===== src/rtl/cfgx_pkg.sv =====
package cfgx_pkg;

  localparam int BUS_W  = 8;
  localparam int DEV_W  = 5;
  localparam int FUNC_W = 3;
  localparam int TGT_W  = 32;
  localparam int TYPE_W = 4;

  localparam logic [TYPE_W-1:0] CFG_TYPE_LOCALSEG = 4'h4;
  localparam logic [TYPE_W-1:0] CFG_TYPE_FORWARD  = 4'h5;

  // control -> datapath strobes
  typedef struct packed {
    logic load;
    logic capRd;
    logic markInvalid;
  } cfgx_strobe_t;

  // datapath -> control status
  typedef struct packed {
    logic invalid;
    logic isWrite;
    logic fullWord;
  } cfgx_status_t;

endpackage


===== src/rtl/cfgx_ctrl.sv =====
module cfgx_ctrl
  import cfgx_pkg::*;
(
  input  logic         clk,
  input  logic         rstN,
  input  logic         reqValid,
  output logic         reqReady,
  input  logic         memAck,
  output logic         memValid,
  output logic         memWrite,
  output logic         rspValid,
  input  cfgx_status_t sts,
  output cfgx_strobe_t stb
);

  typedef enum logic [2:0] {
    ST_IDLE,
    ST_DISPATCH,
    ST_READ,
    ST_WRITE,
    ST_RESPOND
  } ctrlState_t;

  ctrlState_t stateQ, stateD;

  always_ff @(posedge clk) begin
    if (!rstN) stateQ <= ST_IDLE;
    else       stateQ <= stateD;
  end

  always_comb begin
    stateD = stateQ;
    stb    = '0;
    unique case (stateQ)
      ST_IDLE: begin
        if (reqValid) begin
          stb.load = 1'b1;
          stateD   = ST_DISPATCH;
        end
      end
      ST_DISPATCH: begin
        if (sts.invalid) begin
          stb.markInvalid = 1'b1;
          stateD          = ST_RESPOND;
        end else if (sts.isWrite && sts.fullWord) begin
          stateD = ST_WRITE;
        end else begin
          stateD = ST_READ;
        end
      end
      ST_READ: begin
        if (memAck) begin
          stb.capRd = 1'b1;
          stateD    = sts.isWrite ? ST_WRITE : ST_RESPOND;
        end
      end
      ST_WRITE: begin
        if (memAck) stateD = ST_RESPOND;
      end
      ST_RESPOND: stateD = ST_IDLE;
      default:    stateD = ST_IDLE;
    endcase
  end

  assign reqReady = (stateQ == ST_IDLE);
  assign memValid = (stateQ == ST_READ) || (stateQ == ST_WRITE);
  assign memWrite = (stateQ == ST_WRITE);
  assign rspValid = (stateQ == ST_RESPOND);

  AST_RSP_SINGLE_PULSE: assert property (@(posedge clk) disable iff (!rstN)
    rspValid |=> !rspValid);

  AST_IDLE_QUIET: assert property (@(posedge clk) disable iff (!rstN)
    reqReady |-> (!memValid && !rspValid));

  AST_NO_ACCESS_WHEN_INVALID: assert property (@(posedge clk) disable iff (!rstN)
    memValid |-> !sts.invalid);

  AST_HOLD_UNTIL_ACK: assert property (@(posedge clk) disable iff (!rstN)
    (memValid && !memAck) |=> (memValid && $stable(memWrite)));

endmodule


===== src/rtl/cfgx_datapath.sv =====
module cfgx_datapath
  import cfgx_pkg::*;
#(
  parameter int OFS_W        = 12,
  parameter int DATA_W       = 32,
  parameter int ROOT_DEV_MAX = 1,
  parameter int LINK_DEV_MAX = 0
) (
  input  logic                 clk,
  input  logic                 rstN,
  input  cfgx_strobe_t         stb,
  output cfgx_status_t         sts,
  input  logic [BUS_W-1:0]     reqBus,
  input  logic [DEV_W-1:0]     reqDev,
  input  logic [FUNC_W-1:0]    reqFunc,
  input  logic [OFS_W-1:0]     reqOffset,
  input  logic                 reqWrite,
  input  logic [DATA_W/8-1:0]  reqByteEn,
  input  logic [DATA_W-1:0]    reqWdata,
  output logic                 memLocal,
  output logic [TYPE_W-1:0]    memType,
  output logic [TGT_W-1:0]     memTarget,
  output logic [OFS_W-1:0]     memAddr,
  output logic [DATA_W-1:0]    memWdata,
  input  logic [DATA_W-1:0]    memRdata,
  input  logic                 memAbort,
  output logic [DATA_W-1:0]    rspRdata,
  output logic                 rspError
);

  localparam int LANES   = DATA_W / 8;
  localparam int ALIGN_W = $clog2(LANES);
  localparam logic [DEV_W-1:0] ROOT_LIM = DEV_W'(ROOT_DEV_MAX);
  localparam logic [DEV_W-1:0] LINK_LIM = DEV_W'(LINK_DEV_MAX);

  logic [BUS_W-1:0]  busQ;
  logic [DEV_W-1:0]  devQ;
  logic [FUNC_W-1:0] funcQ;
  logic [OFS_W-1:0]  offQ;
  logic              wrQ;
  logic [LANES-1:0]  beQ;
  logic [DATA_W-1:0] wdataQ;
  logic [DATA_W-1:0] rdQ;
  logic              errQ;

  always_ff @(posedge clk) begin
    if (!rstN) begin
      busQ   <= '0;
      devQ   <= '0;
      funcQ  <= '0;
      offQ   <= '0;
      wrQ    <= 1'b0;
      beQ    <= '0;
      wdataQ <= '0;
      rdQ    <= '0;
      errQ   <= 1'b0;
    end else begin
      if (stb.load) begin
        busQ   <= reqBus;
        devQ   <= reqDev;
        funcQ  <= reqFunc;
        offQ   <= reqOffset;
        wrQ    <= reqWrite;
        beQ    <= reqByteEn;
        wdataQ <= reqWdata;
        errQ   <= 1'b0;
      end
      if (stb.markInvalid) begin
        rdQ  <= '1;
        errQ <= wrQ;
      end
      if (stb.capRd) rdQ <= memAbort ? '1 : memRdata;
    end
  end

  // device filter: only the root port and its single link partner exist
  logic onRoot, onLink;
  assign onRoot = (busQ == '0);
  assign onLink = (busQ == BUS_W'(1));

  assign sts.invalid  = (onRoot && (devQ > ROOT_LIM)) || (onLink && (devQ > LINK_LIM));
  assign sts.isWrite  = wrQ;
  assign sts.fullWord = &beQ;

  assign memLocal  = onRoot;
  assign memType   = (busQ < BUS_W'(2)) ? CFG_TYPE_LOCALSEG : CFG_TYPE_FORWARD;
  assign memTarget = {busQ, devQ, funcQ, {(TGT_W-BUS_W-DEV_W-FUNC_W){1'b0}}};
  assign memAddr   = {offQ[OFS_W-1:ALIGN_W], {ALIGN_W{1'b0}}};

  // byte-lane merge of new data over the word read back
  for (genvar lane = 0; lane < LANES; lane++) begin : gMerge
    assign memWdata[lane*8 +: 8] = beQ[lane] ? wdataQ[lane*8 +: 8] : rdQ[lane*8 +: 8];
  end

  assign rspRdata = rdQ;
  assign rspError = errQ;

  AST_ABORT_GIVES_ONES: assert property (@(posedge clk) disable iff (!rstN)
    (stb.capRd && memAbort) |=> (rspRdata == '1));

  AST_INVALID_WRITE_ERRS: assert property (@(posedge clk) disable iff (!rstN)
    (stb.markInvalid && sts.isWrite) |=> rspError);

endmodule


===== src/rtl/cfg_access_xlate.sv =====
module cfg_access_xlate
  import cfgx_pkg::*;
#(
  parameter int OFS_W        = 12,
  parameter int DATA_W       = 32,
  parameter int ROOT_DEV_MAX = 1,
  parameter int LINK_DEV_MAX = 0
) (
  input  logic                clk,
  input  logic                rstN,
  input  logic                reqValid,
  output logic                reqReady,
  input  logic [7:0]          reqBus,
  input  logic [4:0]          reqDev,
  input  logic [2:0]          reqFunc,
  input  logic [OFS_W-1:0]    reqOffset,
  input  logic                reqWrite,
  input  logic [DATA_W/8-1:0] reqByteEn,
  input  logic [DATA_W-1:0]   reqWdata,
  output logic                memValid,
  input  logic                memAck,
  output logic                memLocal,
  output logic                memWrite,
  output logic [3:0]          memType,
  output logic [31:0]         memTarget,
  output logic [OFS_W-1:0]    memAddr,
  output logic [DATA_W-1:0]   memWdata,
  input  logic [DATA_W-1:0]   memRdata,
  input  logic                memAbort,
  output logic                rspValid,
  output logic [DATA_W-1:0]   rspRdata,
  output logic                rspError
);

  cfgx_strobe_t stb;
  cfgx_status_t sts;

  cfgx_ctrl i_ctrl (
    .clk      (clk),
    .rstN     (rstN),
    .reqValid (reqValid),
    .reqReady (reqReady),
    .memAck   (memAck),
    .memValid (memValid),
    .memWrite (memWrite),
    .rspValid (rspValid),
    .sts      (sts),
    .stb      (stb)
  );

  cfgx_datapath #(
    .OFS_W        (OFS_W),
    .DATA_W       (DATA_W),
    .ROOT_DEV_MAX (ROOT_DEV_MAX),
    .LINK_DEV_MAX (LINK_DEV_MAX)
  ) i_datapath (
    .clk       (clk),
    .rstN      (rstN),
    .stb       (stb),
    .sts       (sts),
    .reqBus    (reqBus),
    .reqDev    (reqDev),
    .reqFunc   (reqFunc),
    .reqOffset (reqOffset),
    .reqWrite  (reqWrite),
    .reqByteEn (reqByteEn),
    .reqWdata  (reqWdata),
    .memLocal  (memLocal),
    .memType   (memType),
    .memTarget (memTarget),
    .memAddr   (memAddr),
    .memWdata  (memWdata),
    .memRdata  (memRdata),
    .memAbort  (memAbort),
    .rspRdata  (rspRdata),
    .rspError  (rspError)
  );

  AST_FIELDS_HELD: assert property (@(posedge clk) disable iff (!rstN)
    (memValid && !memAck) |=> ($stable(memAddr) && $stable(memTarget) && $stable(memType)));

  AST_LOCAL_IS_TYPE0: assert property (@(posedge clk) disable iff (!rstN)
    (memValid && memLocal) |-> (memType == 4'h4));

endmodule


===== config.mk =====
export PLATFORM = sky130hd
export DESIGN_NAME = cfg_access_xlate
export DESIGN_NICKNAME = d
export VERILOG_FILES = /design/src/rtl/cfgx_pkg.sv /design/src/rtl/cfgx_ctrl.sv /design/src/rtl/cfgx_datapath.sv /design/src/rtl/cfg_access_xlate.sv
export SDC_FILE = /design/constraint.sdc
export NUM_CORES = 1
export LEC_CHECK = 0
export ABC_AREA = 1
export BUFFER_PORTS_ARGS = -buffer_cell sky130_fd_sc_hd__buf_2
export CORE_AREA = 2 2 101 103
export CTS_BUF_LIST = sky130_fd_sc_hd__clkbuf_4 sky130_fd_sc_hd__clkbuf_8 sky130_fd_sc_hd__clkbuf_16
export DETAILED_ROUTE_END_ITERATION = 16
export DIE_AREA = 0 0 103 105
export PLACE_DENSITY_LB_ADDON = 0.3
export RECOVER_POWER = 100
export SYNTH_ARGS = -nofsm -noshare
export SYNTH_HDL_FRONTEND = slang
export SYNTH_SLANG_ARGS = --single-unit

===== constraint.sdc =====
create_clock -name clk -period 2.2 [get_ports clk]
set_clock_uncertainty 0.1 [all_clocks]
set_input_delay 0.66 -clock clk [delete_from_list [all_inputs] [get_ports clk]]
set_output_delay 0.66 -clock clk [all_outputs]
set_load 0.005 [all_outputs]

==> results.py <==
metrics = {
    "clock_tree": {
        "path_clk_slew_ns": 0.09,
        "cts-buffers-inserted": 9,
        "clock_path_buffers": 2,
        "cts-htree-levels": 3,
        "clock_latency_ns": 0.36,
        "clock-sinks": 99,
        "root_buffer": "clkbuf_8",
        "cts_tree": "yes",
        "hold_buffers": 0,
        "post_cts_buffers": 0,
    },
    "place": {
        "place_worst_setup_slack_ns": 0.246,
        "dp.final_hpwl_microns": 9010,
        "gp_congestion": 0.759,
        "dpl_cell_area_sq_mm": 0.00538,
        "dp_cells": 894,
        "io_buffers": 196,
    },
    "logic_synthesis": {
        "synth_edf_count": 0,
        "synth_compound_area_frac": 0.180,
        "muxShareOfSynthArea": 0,
        "synth_top_family_by_area": "simple AND/OR/NAND/NOR gates",
        "synth_area_per_cell_sq_um": 7.31,
        "synth_fa_ha_area_frac": 0,
        "netlist.area_leader.share": 0.454,
        "ys_warn_count": 0,
        "synth.top_cells.by_area": "dfxtp_1, nand3_1, nand2_1",
        "synthXorXnorAreaFrac": 0,
        "synthSimpleGateAreaFrac": 0.221,
        "synth.distinct_cells": 22,
        "seq_area_frac_synth": 0.454,
        "ys_async_sr_fraction": 0,
        "synth_commonest_cells": "nand2_1, dfxtp_1, nand3_1",
        "synth_top_flop_cell": "dfxtp_1",
        "yosysMostFrequentCell": "nand2_1",
        "ys_seq_elements": 99,
        "synth_area_sq_mm": 0.00437,
        "syn_inst": 598,
        "yosys.area.top_type": "dfxtp_1",
    },
    "timing": {
        "min_period_over_period": 0.972,
        "finalHoldViolCount": 0,
        "slew_violations": 0,
        "slew_headroom": 0.423,
        "setup_slack_ns": 0.0625,
        "max_freq_mhz": 468,
        "setup_viol": 0,
        "grt_setup_unrepaired": "true",
        "worstMarginPinSlew_ns": 0.866,
        "fin_crit_ns": 2.14,
    },
    "status": {
        "outcome": "finished, final reports clean",
    },
    "critical_path": {
        "endpoint_kind": "output pin",
        "crit_required_ns": 1.44,
        "worstSetupStartpointType": "register",
        "path_max_fanout": 5,
        "crit_start": "i_ctrl.stateQ[1]$_SDFFE_PN0P_",
        "arrival_ns": 1.38,
        "crit_type": "reg2out",
        "timing.rr.start": "i_ctrl.stateQ[1]$_SDFFE_PN0P_",
    },
    "final_layout": {
        "num_antenna_cells": 0,
        "fill_cells": 978,
        "drive_above_1_share": 0.232,
        "nets": 874,
        "final_cells": 910,
        "postLayoutCellArea_sq_mm": 0.00549,
        "syn_to_final_growth_pct": 25.6,
        "finish.utilization": 0.569,
    },
    "grt": {
        "antenna_found_initial": 0,
        "grt_pass1_vias": 4195,
        "grt_pass1_wl_microns": 19800,
        "overflow": 0,
        "grt_usage": 0.227,
        "grt_max_degree": 61,
    },
    "hold_path": {
        "hold_start": "i_datapath.funcQ[1]$_SDFFE_PN0P_",
        "min_path_type": "reg2reg",
    },
    "floorplan": {
        "dieHeight_microns": 105,
        "initial_core_util": 0.453,
        "core_sq_mm": 0.00964,
        "die-area_sq_mm": 0.0108,
        "io_pins": 220,
        "rows": 36,
        "die_w_microns": 103,
    },
    "route": {
        "wl_per_cell_microns": 14.1,
        "drtIter0Drc": 209,
        "vias_per_cell": 5.01,
        "drc_errors": 0,
        "antenna_left": 0,
        "vias": 4556,
        "firstDrtPassIters": 4,
        "drt_wl_total_microns": 12800,
    },
    "run": {
        "maxCapViolations": 0,
    },
    "power": {
        "finalPower_uw": 5800,
        "p_per_area_mw_per_mm2": 1060,
        "ir_worst_vdd_v": 0.000473,
        "p_leak_uw": 0.00270,
    },
}
## state kept, by name, indices dropped and copies added (netlist names)
register / flops
i_datapath.funcQ: 3
i_datapath.beQ: 4
i_datapath.busQ: 8
i_datapath.offQ: 10
i_datapath.devQ: 5
i_ctrl.stateQ: 3
i_datapath.rspError: 1
i_datapath.rspRdata: 32
i_datapath.wdataQ: 32
i_datapath.wrQ: 1
## timing repair
item | CTS | global route
cloned | 0 | 0
setup endpoints to repair | 1 | 18
gates resized for setup | 1 | 5
## power by group
part	switching, uW	internal, uW
clock	629	557
sequential	276	2190
combinational	1330	816
## area by class of cell
| class | count | area (sq um) | share of cell area |
|---|---|---|---|
| Clock buffer | 10 | 138 | 0.0251 |
| Clock inverter | 6 | 65.1 | 0.0119 |
| Inverter | 76 | 285 | 0.0520 |
| Tap cell | 133 | 166 | 0.0303 |
| Multi-Input combinational cell | 376 | 1830 | 0.333 |
| Timing Repair Buffer | 210 | 1020 | 0.186 |
| Sequential cell | 99 | 1990 | 0.362 |
## layout by cell type, fill, tap and decap left out, types with 2 or more instances in the layout
cell type and instances:
a21oi_1 66, buf_2 141, buf_4 9, clkbuf_1 56, clkbuf_2 2, clkbuf_8 10
clkinv_2 2, clkinv_4 2, conb_1 21, dfxtp_1 96, dfxtp_2 3, inv_1 73
inv_2 3, nand2_1 105, nand3_1 94, nor2_1 9, nor3_1 2, o211ai_1 32
o21ai_0 40
## cell families (layout without fill, tap and decap cells)
family / count (synthesis) / after routing
AND/OR/NAND/NOR: 215 / 215
AO/OA/AOI/OAI: 140 / 140
flip-flops: 99 / 99
buffers and inverters: 142 / 302
other: 2 / 21
## path summary, 6_finish.rpt
kind                                                        endpoint  cells after the start  slack (ns)
worst max-delay path                                        memValid                      3        0.06
worst max register to register  i_datapath.rspRdata[15]$_SDFFE_PN0P_                      8        0.15
worst min register to register      i_datapath.funcQ[1]$_SDFFE_PN0P_                      2        0.36
worst min-delay path                i_datapath.funcQ[1]$_SDFFE_PN0P_                      2        0.36
## worst max-delay path, stage by stage, from the launching register on
cell and delay [ns]:
dfxtp_1 0.45, inv_2 0.07, nor2_1 0.31, clkbuf_2 0.20
## per-stage QoR
stage	TNS, ns	hold WS [ns]
floorplan	0	0.340
global placement	0	0.346
detailed placement	0	0.349
CTS	0	0.364
global route	-0.0305	0.383
finish	0	0.364
## metal layers
metal	share of wire	global-route usage	up-vias	wire length, microns
li1	-	-	2266	-
met1	0.42	0.281	2073	5390
met2	0.47	0.382	203	6060
met3	0.092	0.0589	14	1180
met4	0.013	0.0705	0	170
met5	0	0	-	0
Note: power is estimated with default switching activity, not from simulation.
